[src/rtl/redun_pkg.sv]
package redun_pkg;
    // default geometry: 16 compute + 1 service core visible, plus one spare
    localparam int DEF_N_LOG = 17;
    localparam int DEF_IDX_W = 5;
endpackage

[src/rtl/redun_fuse_loader.sv]
module redun_fuse_loader #(
    parameter int N_LOG = redun_pkg::DEF_N_LOG,
    parameter int IDX_W = redun_pkg::DEF_IDX_W
) (
    input  logic             clk,
    input  logic             rst_n,
    input  logic             fuse_bit_i,
    input  logic             fuse_vld_i,
    output logic             done_o,
    output logic             err_o,
    output logic [IDX_W-1:0] dead_o
);
    localparam int REC_W = IDX_W + 1;
    localparam int CNT_W = $clog2(REC_W + 1);
    localparam logic [IDX_W-1:0] SPARE_IDX = IDX_W'(N_LOG);
    localparam logic [CNT_W-1:0] LAST_CNT  = CNT_W'(REC_W - 1);

    typedef struct packed {
        logic [CNT_W-1:0] cnt;
        logic [REC_W-1:0] sh;
        logic             done;
        logic             err;
        logic [IDX_W-1:0] dead;
    } ld_state_t;

    ld_state_t st_q, st_d;
    logic [REC_W-1:0] rec_d;
    logic [IDX_W-1:0] idx_d;

    always_comb begin
        st_d  = st_q;
        rec_d = {fuse_bit_i, st_q.sh[REC_W-1:1]};
        idx_d = rec_d[REC_W-1:1];
        if (fuse_vld_i && !st_q.done) begin
            st_d.sh  = rec_d;
            st_d.cnt = st_q.cnt + CNT_W'(1);
            if (st_q.cnt == LAST_CNT) begin
                st_d.done = 1'b1;
                if (!rec_d[0]) begin
                    st_d.dead = SPARE_IDX;
                    st_d.err  = 1'b0;
                end else if (idx_d > SPARE_IDX) begin
                    st_d.dead = SPARE_IDX;
                    st_d.err  = 1'b1;
                end else begin
                    st_d.dead = idx_d;
                    st_d.err  = 1'b0;
                end
            end
        end
    end

    always_ff @(posedge clk or negedge rst_n) begin
        if (!rst_n) begin
            st_q <= '0;
        end else begin
            st_q <= st_d;
        end
    end

    assign done_o = st_q.done;
    assign err_o  = st_q.err;
    assign dead_o = st_q.dead;
endmodule

[src/rtl/redun_l2p.sv]
module redun_l2p #(
    parameter int N_LOG = redun_pkg::DEF_N_LOG,
    parameter int IDX_W = redun_pkg::DEF_IDX_W
) (
    input  logic             done_i,
    input  logic [IDX_W-1:0] dead_i,
    input  logic [IDX_W-1:0] lidx_i,
    output logic             ok_o,
    output logic [IDX_W-1:0] phys_o
);
    localparam logic [IDX_W-1:0] LOG_LIM = IDX_W'(N_LOG);

    always_comb begin
        ok_o   = done_i && (lidx_i < LOG_LIM);
        phys_o = '0;
        if (ok_o) begin
            phys_o = (lidx_i >= dead_i) ? lidx_i + IDX_W'(1) : lidx_i;
        end
    end
endmodule

[src/rtl/redun_p2l.sv]
module redun_p2l #(
    parameter int N_LOG = redun_pkg::DEF_N_LOG,
    parameter int IDX_W = redun_pkg::DEF_IDX_W
) (
    input  logic             done_i,
    input  logic [IDX_W-1:0] dead_i,
    input  logic [IDX_W-1:0] pidx_i,
    output logic             ok_o,
    output logic [IDX_W-1:0] log_o
);
    localparam logic [IDX_W-1:0] SPARE_IDX = IDX_W'(N_LOG);

    always_comb begin
        ok_o  = done_i && (pidx_i <= SPARE_IDX) && (pidx_i != dead_i);
        log_o = '0;
        if (ok_o) begin
            log_o = (pidx_i > dead_i) ? pidx_i - IDX_W'(1) : pidx_i;
        end
    end
endmodule

[src/rtl/redun_remap.sv]
module redun_remap #(
    parameter int N_LOG = redun_pkg::DEF_N_LOG,
    parameter int IDX_W = redun_pkg::DEF_IDX_W,
    localparam int N_PHYS = N_LOG + 1
) (
    input  logic              clk,
    input  logic              rst_n,
    input  logic              fuse_bit_i,
    input  logic              fuse_vld_i,
    output logic              load_done_o,
    output logic              fuse_err_o,
    output logic [N_PHYS-1:0] core_en_o,
    input  logic [IDX_W-1:0]  l2p_lidx_i,
    output logic              l2p_ok_o,
    output logic [IDX_W-1:0]  l2p_phys_o,
    input  logic [IDX_W-1:0]  p2l_pidx_i,
    output logic              p2l_ok_o,
    output logic [IDX_W-1:0]  p2l_log_o
);
    logic             done_w;
    logic [IDX_W-1:0] dead_w;

    redun_fuse_loader #(.N_LOG(N_LOG), .IDX_W(IDX_W)) loader_i (
        .clk        (clk),
        .rst_n      (rst_n),
        .fuse_bit_i (fuse_bit_i),
        .fuse_vld_i (fuse_vld_i),
        .done_o     (done_w),
        .err_o      (fuse_err_o),
        .dead_o     (dead_w)
    );

    redun_l2p #(.N_LOG(N_LOG), .IDX_W(IDX_W)) l2p_i (
        .done_i (done_w),
        .dead_i (dead_w),
        .lidx_i (l2p_lidx_i),
        .ok_o   (l2p_ok_o),
        .phys_o (l2p_phys_o)
    );

    redun_p2l #(.N_LOG(N_LOG), .IDX_W(IDX_W)) p2l_i (
        .done_i (done_w),
        .dead_i (dead_w),
        .pidx_i (p2l_pidx_i),
        .ok_o   (p2l_ok_o),
        .log_o  (p2l_log_o)
    );

    for (genvar g = 0; g < N_PHYS; g++) begin : g_en
        assign core_en_o[g] = done_w && (dead_w != IDX_W'(g));
    end

    assign load_done_o = done_w;
endmodule

[config.mk]
export PLATFORM = sky130hd
export DESIGN_NAME = redun_remap
export DESIGN_NICKNAME = d
export VERILOG_FILES = /design/src/rtl/redun_pkg.sv /design/src/rtl/redun_fuse_loader.sv /design/src/rtl/redun_l2p.sv /design/src/rtl/redun_p2l.sv /design/src/rtl/redun_remap.sv
export SDC_FILE = /design/constraint.sdc
export NUM_CORES = 1
export LEC_CHECK = 0
export ABC_AREA = 1
export BUFFER_PORTS_ARGS = -buffer_cell sky130_fd_sc_hd__buf_2
export CAP_MARGIN = 20
export CORE_UTILIZATION = 41
export CTS_CLUSTER_DIAMETER = 100
export DETAILED_ROUTE_END_ITERATION = 7
export PLACE_DENSITY_LB_ADDON = 0.1
export RECOVER_POWER = 25
export SLEW_MARGIN = 5
export SYNTH_ARGS = -nofsm -noshare
export SYNTH_HDL_FRONTEND = slang
export SYNTH_SLANG_ARGS = --single-unit
[constraint.sdc]
create_clock -name clk -period 3.1 [get_ports clk]
set_input_delay 0 -clock clk [delete_from_list [all_inputs] [get_ports clk]]
set_output_delay 0 -clock clk [all_outputs]
set_load 0.02 [all_outputs]
# Word level (Yosys, flattened, before mapping)
# Cells that the tools add are included.
# word_totals
reg_bits,16
input_bits,14
output_inout_bits,32
word_cells,63
# classes
addsub,3
n_lt_le_gt_ge,5
n_eq_ne,19
mux,6
n_reduce_logical,25
# op_table
op,n
!= test 5 x 4 -> 1 bit (second input constant),8
logical AND 1 bit,22
two-way mux 5 bit,4
!= test 5 x 3 -> 1 bit (second input constant),4
two-way mux 6 bit,2
!= test 5 x 2 -> 1 bit (second input constant),2
!= test 5 bit (second input constant),2
adder 5 x 1 -> 5 bit (second input constant),1
greater-or-equal comparator 5 bit,1
greater-than comparator 5 bit,1
greater-than comparator 5 bit (second input constant),1
<= comparator 5 bit (second input constant),1
< comparator 5 bit (second input constant),1
!= test 5 x 1 -> 1 bit (second input constant),1
!= test 5 bit,1
nonzero test 5 bit,1
subtractor 5 x 1 -> 5 bit (second input constant),1
adder 3 x 1 -> 3 bit (second input constant),1
== test 3 bit (second input constant),1
AND reduction 2 bit,1
logical NOT 1 bit,1

# Depth between registers and ports, before layout
# Gate-level depths: netlist (run 1).
# depth
ltp_word,4
depth_mapped,10
depth_no_buf,10

# By module
# A second synthesis (run 1) with hierarchy kept.
# unflattened
hier_cells,247
area_unflattened_um2,1667.8
# modules_own_cells
module,n_inst,cells_per_inst,area_each_um2,seq_area_each_um2
redun_fuse_loader,1,73,705.7,375.4
redun_p2l,1,61,392.9,0.0
redun_l2p,1,51,305.3,0.0
redun_remap,1,62,264.0,0.0

# Worst setup path before layout (run 1)
# Ideal clock, no wire load.
# synth_timing
path_kind,register -> output
from,"register loader_i.st_q, in the netlist loader_i.dead_o[4]"
to,output p2l_log_o[1]
arrival_ns,1.863
t_required_ns,3.100
path_slack_ns,1.237
stages_incl_launch_ff,10
path_buffers,0
path_cell_list,dfrtp_1 inv_1 ha_1 nand2_1 nor2_2 nand2_1 nand2_1 nor2_2 nand2_1 a21oi_1
# synth_via
elab_chain_len,3
word_cells_on_any_way,5
classes_between,order compare (1); eq/ne (1); mux (2); reduce/logical (1)
# synth_rtl
element,line,text
from (decl),redun_fuse_loader.sv:26,"ld_state_t st_q, st_d;"
from (signal assigned),redun_fuse_loader.sv:57,st_q <= st_d;
!= test 5 bit,redun_p2l.sv:14,ok_o = done_i && (pidx_i <= SPARE_IDX) && (pidx_i != dead_i);
logical AND 1 bit,redun_p2l.sv:14,
named net p2l_ok_o,redun_remap.sv:17,"output logic p2l_ok_o,"
two-way mux 5 bit,redun_p2l.sv:16,if (ok_o) begin
to (decl),redun_remap.sv:18,output logic [IDX_W-1:0] p2l_log_o
# The timed path passes the listed nets, and every way through them passes these cells.

# Final worst setup path (run 1)
# layout_timing
from,"register loader_i.st_q, in the netlist loader_i.dead_o[4]"
to,output l2p_phys_o[2]
# layout_via
elab_chain_len,3
# layout_rtl
element,line,text
greater-or-equal comparator 5 bit,redun_l2p.sv:17,phys_o = (lidx_i >= dead_i) ? lidx_i + IDX_W'(1) : lidx_i;
two-way mux 5 bit,redun_l2p.sv:17,
two-way mux 5 bit,redun_l2p.sv:16,if (ok_o) begin
to (decl),redun_remap.sv:15,"output logic [IDX_W-1:0] l2p_phys_o,"
# No other way between the ends.

==> impl_results.rst, run 1 <==
.. list-table::
   :header-rows: 1

   * - Metric
     - Value
   * - XOR/XNOR share of the synthesized area
     - approximately 2.5%
   * - Logic depth of the worst register-to-register path
     - 7
   * - Vias per Instance
     - between 4 and 5
   * - Critical path required time
     - 3100 ps
   * - First-pass GRT wire length
     - about 5200 um
   * - Worst Hold Class
     - input pin to flip-flop
   * - Dpl ws
     - ~1300 ps
   * - Commonest cells after routing, fill and taps aside
     - sky130_fd_sc_hd__nand2_1 (46), sky130_fd_sc_hd__buf_2 (44), sky130_fd_sc_hd__inv_1 (33), sky130_fd_sc_hd__a21oi_1 (21)
   * - CP top delay family
     - flip-flops
   * - Fraction of synthesis flops using an asynchronous set or reset pin
     - 100%
   * - Count of routing violations after the opening detailed-route iteration
     - 68
   * - Maximum clock path buffer count
     - 2
   * - Gr ovfl total
     - 0
   * - Worst R2R End
     - loader_i.dead_o[3]$_DFFE_PN0P_
   * - Area Growth Syn to Fin
     - 22.1%
   * - Seq/Total Area, Yosys
     - 27.1%
   * - Residual antenna-violating net count after detailed routing
     - 0
   * - Clk Latency, worst-skew pair
     - 280 ps
   * - Count of final hold-check violations
     - 0
   * - Area of the core region
     - 3130 um^2
   * - Slowest stage cell, crit path
     - sky130_fd_sc_hd__dfrtp_1
   * - Total Negative Setup Slacks
     - 0 ps
   * - Worst rel slew slack
     - 48.4%
   * - Highest attainable clock frequency
     - 475 MHz
   * - CTS tree
     - yes
   * - Std-Cell Rows
     - 20
   * - Final worst-path setup slack
     - 993 ps
   * - Syn Inst Count
     - roughly 200
   * - Floorplan die area
     - between 3000 and 4000 um^2
   * - Run status
     - finished, final reports clean
   * - Number of global-route vias before repair
     - around 1.2k
   * - Number of H-tree branching levels
     - 1
   * - Routed Wire Length
     - 3180 um
   * - Part of the cycle the worst path needs
     - roughly two thirds
   * - Total track usage
     - 18.8%
   * - Worst supply voltage drop on vdd
     - 0.000209 V
   * - Setup Viol. Count Final
     - 0
   * - Pin count of the biggest net entering global routing
     - 17
   * - Proportion of synthesized area in mux cells
     - 0%
   * - Final period demand of the worst path
     - 2110 ps
   * - Critical Path Source Type
     - flip-flop
   * - Cell type with the highest aggregate area in the netlist
     - sky130_fd_sc_hd__dfrtp_1
   * - Data arrival time of the worst path
     - 2110 ps
   * - Count of antenna diodes in the layout
     - 0
   * - Power density over cell area
     - 228 nW/um^2
   * - Setup bufs post-CTS
     - 0
   * - Count of input and output buffers
     - 45
   * - Clock root buffer
     - sky130_fd_sc_hd__clkbuf_4
   * - Yosys warning count
     - 0
   * - Count of cell types in the netlist
     - 29
   * - Net count of the finished layout
     - 280
   * - WS Path Type
     - flip-flop to output pin
   * - Fraction of layout instances using a drive strength above 1
     - 23.2%
   * - Transition time at the pin with the least slew margin
     - 774 ps
   * - Iteration count of the initial detailed-routing pass
     - 4
   * - Clock transition at the register clock pins on the worst setup and hold paths after CTS
     - about 80 ps
   * - Primary FF master, synth
     - sky130_fd_sc_hd__dfrtp_1
   * - Adder-cell area share of the yosys netlist
     - 13.5%
   * - CP Capture Point
     - l2p_phys_o[2]
   * - Weighted congestion reported at the end of routability-driven placement
     - 0.789
   * - CP peak stage delay
     - 420 ps
   * - Kind of end point of the critical path
     - output pin
   * - Chip Width
     - between 60 and 70 um
   * - Post-cts resize count
     - 0
   * - Setup skew after layout
     - approximately 3.8 ps
   * - Leakage
     - ~0.00087 uW
   * - Initial antenna violation count
     - 0
   * - WP depth
     - 8
   * - Post-synthesis compound-gate area fraction
     - between 10% and 20%
   * - Launch point of the worst reg-to-reg path
     - loader_i.done_o$_DFFE_PN0P_
   * - Half-perimeter wire length after detailed placement
     - 2630 um
   * - Critical Path Start
     - loader_i.dead_o[4]$_DFFE_PN0P_
   * - Inserted Clock Buffers
     - 3
   * - Leading post-synthesis cells by cell area
     - sky130_fd_sc_hd__dfrtp_1 (27%), sky130_fd_sc_hd__ha_1 (14%), sky130_fd_sc_hd__nand2_1 (12%), sky130_fd_sc_hd__inv_1 (8.9%), sky130_fd_sc_hd__a21oi_1 (7.6%)
   * - WL/cell
     - 10.8 um
   * - Die Y
     - ~60 um
   * - Simple-gate portion of the synthesized area
     - 28.0%
   * - Combinational family with the most area after synthesis
     - simple AND/OR/NAND/NOR gates
   * - Post-synth top area share
     - between 20% and 30%
   * - Most frequent standard cell in the layout excluding fill and tap cells
     - sky130_fd_sc_hd__nand2_1
   * - Max Slew Vio Count
     - 0
   * - Synth Cell Area
     - 1390 um^2
   * - Register bit count reported by yosys
     - 15
   * - Number of buffer and inverter instances along the worst setup path
     - 2
   * - Max_cap viols
     - 0
   * - Mean cell area of the mapped netlist
     - 6.86 um^2
   * - Hold Path Origin
     - fuse_bit_i
   * - Total number of vias
     - around 1.4k
   * - Syn Nets
     - about 230
   * - Maximum fanout along the worst path
     - 8
   * - I/O Pins
     - 46
   * - Unrepaired setup endpoints after global routing
     - no
   * - Initial core utilization
     - between 40% and 50%
   * - Remaining DRCs
     - 0
   * - Number of enable flip-flop cells after synthesis
     - 0
   * - Worst reg2reg setup slack
     - 1710 ps
   * - CP Cell Sequence
     - inv_1, ha_1, a21oi_1, nand3_2, nand3_1, nand2_1, nor2_1, buf_2
   * - Number of sinks handled by clock tree synthesis
     - 15
## kinds of logic after synthesis
group,count (synthesis)
compound gates,46
xor+xnor,4
fa+ha+maj,15
buf+inv,38
flops,15
simple gates,84
## worst reg2reg max path, cell delays in order, from the launching register on
cell and delay [ps]:
sky130_fd_sc_hd__dfrtp_1 470, sky130_fd_sc_hd__inv_4 200, sky130_fd_sc_hd__nand2_4 140, sky130_fd_sc_hd__inv_4 90, sky130_fd_sc_hd__nand3_4 100, sky130_fd_sc_hd__nor2_4 140, sky130_fd_sc_hd__nand2_2 80, sky130_fd_sc_hd__o22ai_1 100
## how the worst min path moves through the flow
stage / slack (ps) / to / cells past startpoint
finish: 40 / loader_i.err_o$_DFFE_PN0P_ / 3
global route: 50 / loader_i.err_o$_DFFE_PN0P_ / 3
CTS: 40 / loader_i.dead_o[0]$_DFFE_PN0P_ / 3
detailed placement: -80 / loader_i.idx_d[2]$_DFFE_PN0P_ / 1
global placement: -80 / loader_i.idx_d[2]$_DFFE_PN0P_ / 1
floorplan: -300 / loader_i.dead_o[0]$_DFFE_PN0P_ / 0
## final cells by class
cell class              count  area (um^2)
clock buffers               4         26.3
fillers                   331         1440
inverters                  36          140
multi-input cells         149          862
flip-flops and latches     15          375
well taps                  44         55.1
repair buffers             46          234
## flip-flops by register name, indices dropped and copies added, names as in the netlist
| register | cells |
|---|---|
| loader_i.rec_d | 1 |
| loader_i.done_o | 1 |
| loader_i.st_q | 3 |
| loader_i.err_o | 1 |
| loader_i.dead_o | 5 |
| loader_i.idx_d | 4 |
## cells in the mapped netlist, drive strengths merged, types with 3 or more instances
master and instances:
a21oi 21, a31oi 6, dfrtp 15, ha 15, inv 36, nand2 48, nand3 11, nand4 4
nor2 18, nor3 3, o21ai 12, o22ai 3, xnor2 3
## power by group
| part | switching, uW | leakage, uW | internal (uW) |
|---|---|---|---|
| sequential | 0 | 0.000184 | 195 |
| clock | 56.4 | 0.0000150 | 49.9 |
| combinational | 54.3 | 0.000675 | 29.7 |
| total | 111 | 0.000874 | 275 |
## metal layers
layer,track usage (%),vias up,share of wire (%)
met5,0,-,0
met4,6.31,0,1.1
met3,0.649,5,3.0
met2,33.0,30,48
met1,24.6,637,48
li1,-,768,-
## per-stage QoR
stage / hold WS, ps / total power, uW / utilization [%] / instances / instance area [um^2]
after floorplan: -296 / 249 / - / 202 / 1390
after global placement: -80.8 / 284 / 53.0 / 289 / 1660
after detailed placement: -82.3 / 283 / 53.0 / 289 / 1660
after CTS: 40.3 / 389 / 54.2 / 294 / 1690
after global routing: 48.4 / 411 / 54.1 / 294 / 1690
final: 42.9 / 386 / 54.1 / 294 / 1690
## what timing repair did
item / CTS / global route
hold buffers: 1 / 0
hold endpoints to repair: 15 / 0
endpoints found under the setup margin: 0 / 0
(Power assumes the default switching activity.)
==> run 2, diff against run 1 <==
--- a/config.mk
+++ b/config.mk
@@ -5,7 +5,7 @@
 export SDC_FILE = /design/constraint.sdc
 export NUM_CORES = 1
 export LEC_CHECK = 0
-export ABC_AREA = 1
+export ABC_AREA = 0
 export BUFFER_PORTS_ARGS = -buffer_cell sky130_fd_sc_hd__buf_2
 export CAP_MARGIN = 20
 export CORE_UTILIZATION = 41
==> constraint.sdc (replaced) <==
create_clock -name clk -period 1.92 [get_ports clk]
set_input_delay 0 -clock clk [delete_from_list [all_inputs] [get_ports clk]]
set_output_delay 0 -clock clk [all_outputs]
set_load 0.02 [all_outputs]
==> run 2 against run 1 <==
The flow now finishes with violations (setup timing). Routed wire length up 2.2%. Via count is 5.4% lower. Largest cell class unchanged. Non-clock buffer count grew 14. Critical path depth stayed put. Flip-flop and latch count unchanged. Cell count down 11%.
==> impl_results.rst, run 2 <==
.. list-table::
   :header-rows: 1

   * - Metric
     - Value
   * - Switching fraction of total power
     - 30.8% (+2.1 points)
   * - Kind of end point of the critical path
     - output pin
   * - Count of input and output buffers
     - 45 (unchanged)
   * - Part of the power in combinational logic
     - 29.4% (+7.6 points)
   * - WL/cell
     - 12.4 um (+15%)
   * - Launch point of the worst reg-to-reg path
     - loader_i.done_o$_DFFE_PN0P_
   * - Worst reg2reg setup slack
     - 580 ps (-1130 ps)
   * - Worst supply voltage drop on vdd
     - 0.000291 V (+39%)
   * - Iteration count of the initial detailed-routing pass
     - 7 (+3)
   * - Hold Path Origin
     - fuse_vld_i
   * - Gr ovfl total
     - 0 (unchanged)
   * - Switching power total
     - 216 uW (+95%)
   * - Pin count of the biggest net entering global routing
     - 20 (+3)
   * - Remaining DRCs
     - 0 (unchanged)
   * - Inserted Clock Buffers
     - 3 (unchanged)
   * - Routed Wire Length
     - 3250 um (+2.2%)
   * - Leakage
     - 0.000837 uW (-4.2%)
   * - Clk network pwr share
     - 24.9% (-2.7 points)
   * - Count of routing violations after the opening detailed-route iteration
     - 92 (+35%)
   * - Syn Nets
     - 190 (-18%)
   * - Yosys warning count
     - 0 (unchanged)
   * - Internal power
     - 485 uW (+76%)
   * - Commonest cells after routing, fill and taps aside
     - sky130_fd_sc_hd__buf_2 (37), sky130_fd_sc_hd__buf_4 (18), sky130_fd_sc_hd__nand2_1 (15), sky130_fd_sc_hd__nor2_1 (15), sky130_fd_sc_hd__dfrtp_1 (14)
   * - Number of H-tree branching levels
     - 1 (unchanged)
   * - Area of the multi-input gates
     - 945 um^2 (+9.6%)
   * - CTS tree
     - yes
   * - Die Y
     - 58.3 um (-3.1%)
   * - I/O Pins
     - 46 (unchanged)
   * - Area Growth Syn to Fin
     - 40.9%
   * - Final worst-path setup slack
     - -59.0 ps (-1050 ps)
   * - Syn Inst Count
     - 161 (-20%)
   * - Run status
     - complete, but fails checks
   * - Critical Path Start
     - loader_i.dead_o[2]$_DFFE_PN0P_
   * - Placed Cells incl. Taps
     - 250 (-13%)
   * - Max Slew Vio Count
     - 0 (unchanged)
   * - Setup skew after layout
     - 3.86 ps (+0.0611 ps)
   * - Weighted congestion reported at the end of routability-driven placement
     - 0.809 (+2.5%)
   * - Count of cell types in the netlist
     - 34 (+17%)
   * - Transition time at the pin with the least slew margin
     - 776 ps (+2.37 ps)
   * - First-pass GRT wire length
     - 5420 um (+5.2%)
   * - Primary FF master, synth
     - sky130_fd_sc_hd__dfrtp_1
   * - Initial antenna violation count
     - 0 (unchanged)
   * - Final design instance area without fill
     - 1830 um^2 (+8.1%)
   * - Power density over cell area
     - 383 nW/um^2 (+68%)
   * - Unrepaired setup endpoints after global routing
     - yes
   * - Maximum fanout along the worst path
     - 4 (-4)
   * - Area used by sequential logic in the layout
     - 377 um^2 (+0.33%)
   * - Count of antenna diodes in the layout
     - 0 (unchanged)
   * - Final period demand of the worst path
     - slightly below 2000 ps
   * - Share of power burned in registers
     - 45.7% (-5.0 points)
   * - Part of the cycle the worst path needs
     - 103%
   * - Clock root buffer
     - sky130_fd_sc_hd__clkbuf_4
   * - Leading post-synthesis cells by cell area
     - sky130_fd_sc_hd__dfrtp_1 (29%), sky130_fd_sc_hd__ha_1 (14%), sky130_fd_sc_hd__a21oi_1 (5.4%), sky130_fd_sc_hd__nand2_1 (4.6%), sky130_fd_sc_hd__nor2_1 (4.6%)
   * - Std-Cell Rows
     - 20 (unchanged)
   * - Most frequent standard cell in the layout excluding fill and tap cells
     - sky130_fd_sc_hd__buf_2
   * - Worst Hold Class
     - input pin to flip-flop
   * - Setup Viol. Count Final
     - 5 (+5)
   * - Seq/Total Area, Yosys
     - 28.9% (+1.8 points)
   * - Critical Path Source Type
     - flip-flop
   * - Mean cell area of the mapped netlist
     - 8.07 um^2 (+18%)
   * - WS Path Type
     - flip-flop to output pin
   * - Initial core utilization
     - 42.9% (-1.4 points)
   * - Number of global-route vias before repair
     - 1,234 (+1.1%)
   * - Cell type with the highest aggregate area in the netlist
     - sky130_fd_sc_hd__dfrtp_1
   * - Chip Width
     - 58.3 um (-3.1%)
   * - Net count of the finished layout
     - 248 (-11%)
   * - Data arrival time of the worst path
     - 1980 ps (-130 ps)
   * - Most common library cells after synthesis
     - sky130_fd_sc_hd__nand2_1 (16), sky130_fd_sc_hd__nor2_1 (16), sky130_fd_sc_hd__dfrtp_1 (15), sky130_fd_sc_hd__ha_1 (15), sky130_fd_sc_hd__inv_1 (15)
   * - Number of enable flip-flop cells after synthesis
     - 0 (unchanged)
   * - Highest attainable clock frequency
     - 505 MHz
   * - Clk Latency, worst-skew pair
     - 280 ps (about the same)
   * - Worst R2R End
     - loader_i.dead_o[0]$_DFFE_PN0P_
   * - Half-perimeter wire length after detailed placement
     - 2560 um (-2.7%)
   * - Critical path required time
     - 1920 ps (-1180 ps)
   * - Post-synth top area share
     - 28.9% (+1.8 points)
   * - Fraction of layout instances using a drive strength above 1
     - 39.4% (+16 points)
   * - Failing checks
     - setup timing
   * - Largest register FFs
     - 5 (unchanged)
   * - Max_cap viols
     - 0 (unchanged)
   * - Total of fill cells in the finished design
     - 275 (-17%)
   * - Register bit count reported by yosys
     - 15 (unchanged)
   * - Count of final hold-check violations
     - 0 (unchanged)
   * - Fraction of synthesis flops using an asynchronous set or reset pin
     - 100% (unchanged)
   * - CP Capture Point
     - p2l_log_o[0]
   * - Clock transition at the register clock pins on the worst setup and hold paths after CTS
     - 90 ps (about the same)
   * - Total track usage
     - 20.5% (+1.7 points)
   * - Worst rel slew slack
     - 48.3% (-0.16 points)
   * - Synth Cell Area
     - 1300 um^2 (-6.3%)
   * - Number of sinks handled by clock tree synthesis
     - 15 (unchanged)
   * - Logic depth of the worst register-to-register path
     - 4 (-3)
   * - Residual antenna-violating net count after detailed routing
     - 0 (unchanged)
   * - Cell Area, Placed
     - 1610 um^2 (-2.6%)
   * - Maximum clock path buffer count
     - 2 (unchanged)
   * - Area of the core region
     - 3030 um^2 (-3.2%)
   * - Floorplan die area
     - 3400 um^2 (-6.1%)
   * - Total number of vias
     - 1,362 (-5.4%)
   * - Final cell count without fillers
     - 262 (-11%)
   * - Vias per Instance
     - 5.20 (+6.1%)
run 2: cell types whose count changed after synthesis, sizes merged, moves of 3 or more:
| cell | delta |
|---|---|
| nand2 | -32 |
| inv | -21 |
| a21oi | -7 |
| nand3 | -6 |
| mux2 | +5 |
| o21ai | -5 |
| a21o | +4 |
| clkbuf | +4 |
| a31oi | +3 |
| nand4 | -3 |
| nor3 | +3 |
| o211ai | +3 |
| o22ai | -3 |
| xor2 | +3 |
run 2: final cells by class:
class,instances,area share (%)
Inverter,16,3.28
Sequential cell,15,20.6
Clock inverter,1,0.273
Tap cell,44,3.01
Timing Repair Buffer,60,20.0
Clock buffer,3,1.23
Multi-Input combinational cell,123,51.6
run 2: layer usage:
metal  GRT usage (%)  part of all wire [%]  wire [um]
met1            26.8                    44       1440
met2            34.8                    51       1650
met3            2.68                   3.4        112
met4            6.80                   1.5         48
met5               0                     0          0
run 2: cells by family after synthesis:
logic type / after synthesis / share of synthesized area, %
compound gates: 41 / 19.8
fa+ha+maj: 15 / 14.5
xor+xnor: 7 / 4.72
flops: 15 / 28.9
mux: 7 / 5.88
simple gates: 53 / 19.2
buf+inv: 23 / 7.03
run 2: per-stage QoR:
| step | setup slack (ps) | hold WS (ps) | TNS (ps) | utilization [%] | total power [uW] |
|---|---|---|---|---|---|
| 2_1_floorplan | 1.55 | -296 | 0 | - | 435 |
| 3_3_place_gp | 114 | -84.6 | 0 | 53.3 | 493 |
| 3_5_place_dp | 55.5 | -80.1 | 0 | 53.3 | 500 |
| 4_1_cts | -71.5 | 144 | -245 | 59.6 | 705 |
| 5_1_grt | -126 | 312 | -1040 | 60.5 | 739 |
| 6_report | -59.0 | 267 | -209 | 60.5 | 701 |
run 2: how the worst min path moves through the flow:
stage | end | slack (ps) | depth (start not counted)
6_report | loader_i.st_q[13]$_DFFE_PN0P_ | 270 | 4
5_1_grt | loader_i.st_q[14]$_DFFE_PN0P_ | 310 | 4
4_1_cts | loader_i.idx_d[0]$_DFFE_PN0P_ | 140 | 2
3_5_place_dp | loader_i.dead_o[0]$_DFFE_PN0P_ | -80 | 1
3_3_place_gp | loader_i.dead_o[0]$_DFFE_PN0P_ | -80 | 1
2_1_floorplan | loader_i.dead_o[0]$_DFFE_PN0P_ | -300 | 0
run 2: timing repair:
item	CTS	global route
buffers inserted	5	1
gates cloned	0	0
resized for setup	20	5
hold endpoints to repair	16	0
endpoints found under the setup margin	11	11
pin swaps	8	9
hold buffers	2	0
run 2: power groups by stage:
stage	Combinational (uW)	Sequential (uW)	Clock (uW)
2_1_floorplan	110	326	0
3_3_place_gp	167	326	0
3_5_place_dp	174	326	0
4_1_cts	201	320	184
5_1_grt	228	320	190
6_report	206	320	175
run 2: critical path, stage by stage, from the launching register on:
cell,delay [ps]
sky130_fd_sc_hd__dfrtp_1,400
sky130_fd_sc_hd__inv_2,120
sky130_fd_sc_hd__ha_4,220
sky130_fd_sc_hd__and4_4,150
sky130_fd_sc_hd__a21o_1,190
sky130_fd_sc_hd__or2_4,280
sky130_fd_sc_hd__xnor2_2,140
sky130_fd_sc_hd__nor2_2,90
sky130_fd_sc_hd__buf_6,120
==> run 3, diff against run 2 <==
--- a/config.mk
+++ b/config.mk
@@ -8,6 +8,7 @@
 export ABC_AREA = 0
 export BUFFER_PORTS_ARGS = -buffer_cell sky130_fd_sc_hd__buf_2
 export CAP_MARGIN = 20
+export CORE_ASPECT_RATIO = 0.9
 export CORE_UTILIZATION = 41
 export CTS_CLUSTER_DIAMETER = 100
 export DETAILED_ROUTE_END_ITERATION = 7
@@ -16,4 +17,5 @@
 export SLEW_MARGIN = 5
 export SYNTH_ARGS = -nofsm -noshare
 export SYNTH_HDL_FRONTEND = slang
+export SYNTH_HIERARCHICAL = 1
 export SYNTH_SLANG_ARGS = --single-unit
==> run 3 against run 2 <==
The flow still finishes with violations (setup timing). Synthesized cell count up 9.9%. Maximum frequency up 1.7%. Flip-flop and latch count unchanged. Highest routed layer unchanged. Die area up 20%. Combinational power rose to 11 times the previous value. Clock skew down 3.3 ps. Clock power up 42%. Register-to-register slack worse by 160 ps. Critical path depth down 1. Routed wire length up 5.9%.
==> impl_results.rst, run 3 <==
.. list-table::
   :header-rows: 1

   * - Metric
     - Value
   * - Most frequent standard cell in the layout excluding fill and tap cells
     - sky130_fd_sc_hd__buf_2
   * - Chip Width
     - 67.1 um (+15%)
   * - Max Slew Vio Count
     - 0 (unchanged)
   * - Critical Path Source Type
     - flip-flop
   * - Syn Inst Count
     - 177 (+9.9%)
   * - Largest register FFs
     - 5 (unchanged)
   * - Run status
     - complete, but fails checks
   * - Maximum fanout along the worst path
     - 5 (+1)
   * - Count of routing violations after the opening detailed-route iteration
     - 55 (-40%)
   * - Switching fraction of total power
     - 50.7% (+20 points)
   * - Pin count of the biggest net entering global routing
     - 16 (-20%)
   * - Std-Cell Rows
     - 20 (unchanged)
   * - Worst rel slew slack
     - 48.5% (+0.21 points)
   * - Vias per Instance
     - 5.28 (+1.6%)
   * - WL/cell
     - 12.8 um (+3.5%)
   * - Clk network pwr share
     - 7.8% (-17 points)
   * - Area used by sequential logic in the layout
     - 375 um^2 (-0.33%)
   * - I/O Pins
     - 46 (unchanged)
   * - Part of the cycle the worst path needs
     - 101% (-1.7 points)
   * - Setup skew after layout
     - 0.569 ps (-3.29 ps)
   * - Synth Cell Area
     - 1560 um^2 (+20%)
   * - Worst supply voltage drop on vdd
     - 0.000624 V (+110%)
   * - Power density over cell area
     - 1590 nW/um^2 (+320%)
   * - Switching power total
     - 1610 uW (+650%)
   * - Number of global-route vias before repair
     - 1,260 (+2.1%)
   * - Part of the power in combinational logic
     - 72.5% (+43 points)
   * - Fraction of synthesis flops using an asynchronous set or reset pin
     - 100% (unchanged)
   * - Count of input and output buffers
     - 45 (unchanged)
   * - Total Negative Setup Slacks
     - -44.1 ps (+165 ps)
   * - Number of sinks handled by clock tree synthesis
     - 15 (unchanged)
   * - Logic depth of the worst register-to-register path
     - 2 (-2)
   * - Yosys warning count
     - 6 (+6)
   * - Primary FF master, synth
     - sky130_fd_sc_hd__dfrtp_1
   * - Hold depth
     - 2 (-2)
   * - Kind of end point of the critical path
     - output pin
   * - Number of enable flip-flop cells after synthesis
     - 0 (unchanged)
   * - Clock transition at the register clock pins on the worst setup and hold paths after CTS
     - 50 ps (-40 ps)
   * - Slowest stage cell, crit path
     - sky130_fd_sc_hd__dfrtp_1
   * - Most common cell in the netlist
     - sky130_fd_sc_hd__inv_1
   * - Half-perimeter wire length after detailed placement
     - 2610 um (+2.1%)
   * - Data arrival time of the worst path
     - 1950 ps (-30 ps)
   * - Area of the core region
     - 3500 um^2 (+16%)
   * - Total track usage
     - 18.3% (-2.2 points)
   * - Count of final hold-check violations
     - 0 (unchanged)
   * - CTS tree
     - yes
   * - Failing checks
     - setup timing
   * - CP peak stage delay
     - 400 ps (about the same)
   * - Dpl ws
     - 138 ps (+82.5 ps)
   * - Area Growth Syn to Fin
     - 27.5%
   * - Transition time at the pin with the least slew margin
     - 773 ps (-3.21 ps)
   * - Iteration count of the initial detailed-routing pass
     - 4 (-3)
   * - Placed Cells incl. Taps
     - 261 (+4.4%)
   * - Maximum clock path buffer count
     - 2 (unchanged)
   * - Area of the multi-input gates
     - 1120 um^2 (+19%)
   * - CP Cell Sequence
     - inv_2, ha_4, and4_4, a21oi_4, a221oi_2, mux2i_1, buf_4
   * - Seq/Total Area, Yosys
     - 24.0% (-4.9 points)
   * - Floorplan die area
     - 4060 um^2 (+20%)
   * - WS Path Type
     - flip-flop to output pin
   * - Count of antenna diodes in the layout
     - 0 (unchanged)
   * - Unrepaired setup endpoints after global routing
     - yes
   * - Gr ovfl total
     - 0 (unchanged)
   * - Most common library cells after synthesis
     - sky130_fd_sc_hd__inv_1 (23), sky130_fd_sc_hd__dfrtp_1 (15), sky130_fd_sc_hd__ha_1 (15), sky130_fd_sc_hd__nand2_1 (15), sky130_fd_sc_hd__a21oi_1 (12)
   * - Number of H-tree branching levels
     - 1 (unchanged)
   * - Die Y
     - 60.6 um (+3.9%)
   * - Clk Latency, worst-skew pair
     - 240 ps (-40 ps)
   * - Commonest cells after routing, fill and taps aside
     - sky130_fd_sc_hd__buf_2 (38), sky130_fd_sc_hd__inv_1 (20), sky130_fd_sc_hd__dfrtp_1 (15), sky130_fd_sc_hd__nand2_1 (14), sky130_fd_sc_hd__buf_4 (14)
   * - Register bit count reported by yosys
     - 15 (unchanged)
   * - First-pass GRT wire length
     - 5640 um (+3.9%)
   * - Leakage
     - 0.000937 uW (+12%)
   * - Count of cell types in the netlist
     - 47 (+38%)
   * - Internal power
     - 1570 uW (+220%)
   * - Highest attainable clock frequency
     - 514 MHz (+1.7%)
   * - Share of power burned in registers
     - 19.7% (-26 points)
   * - Remaining DRCs
     - 0 (unchanged)
   * - Clock root buffer
     - sky130_fd_sc_hd__clkbuf_8
   * - Fraction of layout instances using a drive strength above 1
     - 41.5% (+2.1 points)
   * - Routed Wire Length
     - 3440 um (+5.9%)
   * - Max_cap viols
     - 0 (unchanged)
   * - Initial antenna violation count
     - 0 (unchanged)
   * - Critical path required time
     - 1920 ps (about the same)
   * - Worst Hold Class
     - input pin to flip-flop
   * - Weighted congestion reported at the end of routability-driven placement
     - 0.892 (+10%)
   * - Inserted Clock Buffers
     - 3 (unchanged)
   * - Syn Nets
     - 206 (+8.4%)
   * - Final hold slack
     - 35.7 ps (-231 ps)
   * - Residual antenna-violating net count after detailed routing
     - 0 (unchanged)
   * - Initial core utilization
     - 44.6% (+1.7 points)
   * - Net count of the finished layout
     - 254 (+2.4%)
   * - Mean cell area of the mapped netlist
     - 8.83 um^2 (+9.5%)
   * - Final worst-path setup slack
     - -26.3 ps (+32.8 ps)
   * - Final cell count without fillers
     - 268 (+2.3%)
   * - Total of fill cells in the finished design
     - 312 (+13%)
   * - Post-synth top area share
     - 24.0% (-4.9 points)
   * - Cell type with the highest aggregate area in the netlist
     - sky130_fd_sc_hd__dfrtp_1
   * - Final period demand of the worst path
     - 1950 ps (-32.8 ps)
   * - Setup Viol. Count Final
     - 3 (-2)
   * - Leading post-synthesis cells by cell area
     - sky130_fd_sc_hd__dfrtp_1 (24%), sky130_fd_sc_hd__ha_1 (12%), sky130_fd_sc_hd__inv_1 (5.5%), sky130_fd_sc_hd__mux2_4 (4.8%), sky130_fd_sc_hd__a21oi_1 (3.8%)
   * - Total number of vias
     - 1,415 (+3.9%)
[run 3: cell types whose count changed in the layout (fill, tap and decap cells not counted), sizes merged, moves of 3 or more]
cell	previous run	this run
nor2	16	6
inv	15	23
buf	57	52
a31oi	9	5
nand2b	1	5
a41oi	0	3
nand3b	0	3
nor3	6	3
o21ai	7	10
xor2	4	1
[run 3: cell type report]
class	count	share of cell area (%)
Multi-Input combinational cell	128	56.3
Sequential cell	15	18.8
Timing Repair Buffer	54	15.5
Inverter	23	4.33
Tap cell	44	2.76
Clock buffer	4	2.26
[run 3: final timing paths]
check	start	end	slack, ps
max	loader_i/dead_o[2]$_DFFE_PN0P_	p2l_log_o[2]	-30
min	fuse_bit_i	loader_i/idx_d[3]$_DFFE_PN0P_	40
max reg2reg	loader_i/done_o$_DFFE_PN0P_	loader_i/idx_d[1]$_DFFE_PN0P_	420
min reg2reg	loader_i/err_o$_DFFE_PN0P_	loader_i/err_o$_DFFE_PN0P_	470
max in group asynchronous	rst_n	loader_i/dead_o[2]$_DFFE_PN0P_	1090
min in group asynchronous	rst_n	loader_i/idx_d[0]$_DFFE_PN0P_	340
[run 3: cell families (layout without fill, tap and decap cells)]
| kind of cell | count (synthesis) | after routing | share of synthesized area, % |
|---|---|---|---|
| adders and majority gates | 15 | 15 | 12.0 |
| AOI/OAI and AO/OA | 51 | 51 | 23.6 |
| and+or+nand+nor | 50 | 50 | 19.9 |
| muxes | 9 | 9 | 7.37 |
| buffers and inverters | 34 | 81 | 11.4 |
| xor gates and xnor gates | 3 | 3 | 1.68 |
| DFF | 15 | 15 | 24.0 |
[run 3: power by group through the flow]
stage               registers, uW  clock network (uW)  logic (uW)
finish                        626                 248        2300
global route                  651                 278        2520
CTS                           627                 262        2280
detailed placement            632                   0        2060
global placement              626                   0        2000
floorplan                     589                   0        1600
[run 3: metal layers]
layer  global-route usage [%]  wire (um)
met1                     24.4       1590
met2                     30.7       1620
met3                     3.38        202
met4                     3.95         23
met5                        0          0
[run 3: what timing repair did]
action / CTS / global route
resized for setup: 21 / 3
endpoints found under the hold margin: 15 / 0
setup buffers: 2 / 0
setup endpoints to repair: 10 / 10
hold buffers: 1 / 0
pin swaps: 12 / 4
[run 3: worst max-delay path: cells and delay by family, from the launching register on]
| kind | cells | cell delay, ps |
|---|---|---|
| simple gates | 1 | 270 |
| buf+inv | 2 | 210 |
| mux | 1 | 210 |
| flops | 1 | 400 |
| compound gates | 2 | 340 |
| fa+ha+maj | 1 | 260 |
[run 3: metrics by stage]
stage | instance area (um^2) | power (uW) | util (%)
3_3_place_gp | 1800 | 2620 | 51.3
2_1_floorplan | 1560 | 2190 | -
3_5_place_dp | 1800 | 2690 | 51.3
6_report | 1990 | 3180 | 56.9
5_1_grt | 1990 | 3440 | 56.9
4_1_cts | 1980 | 3170 | 56.6
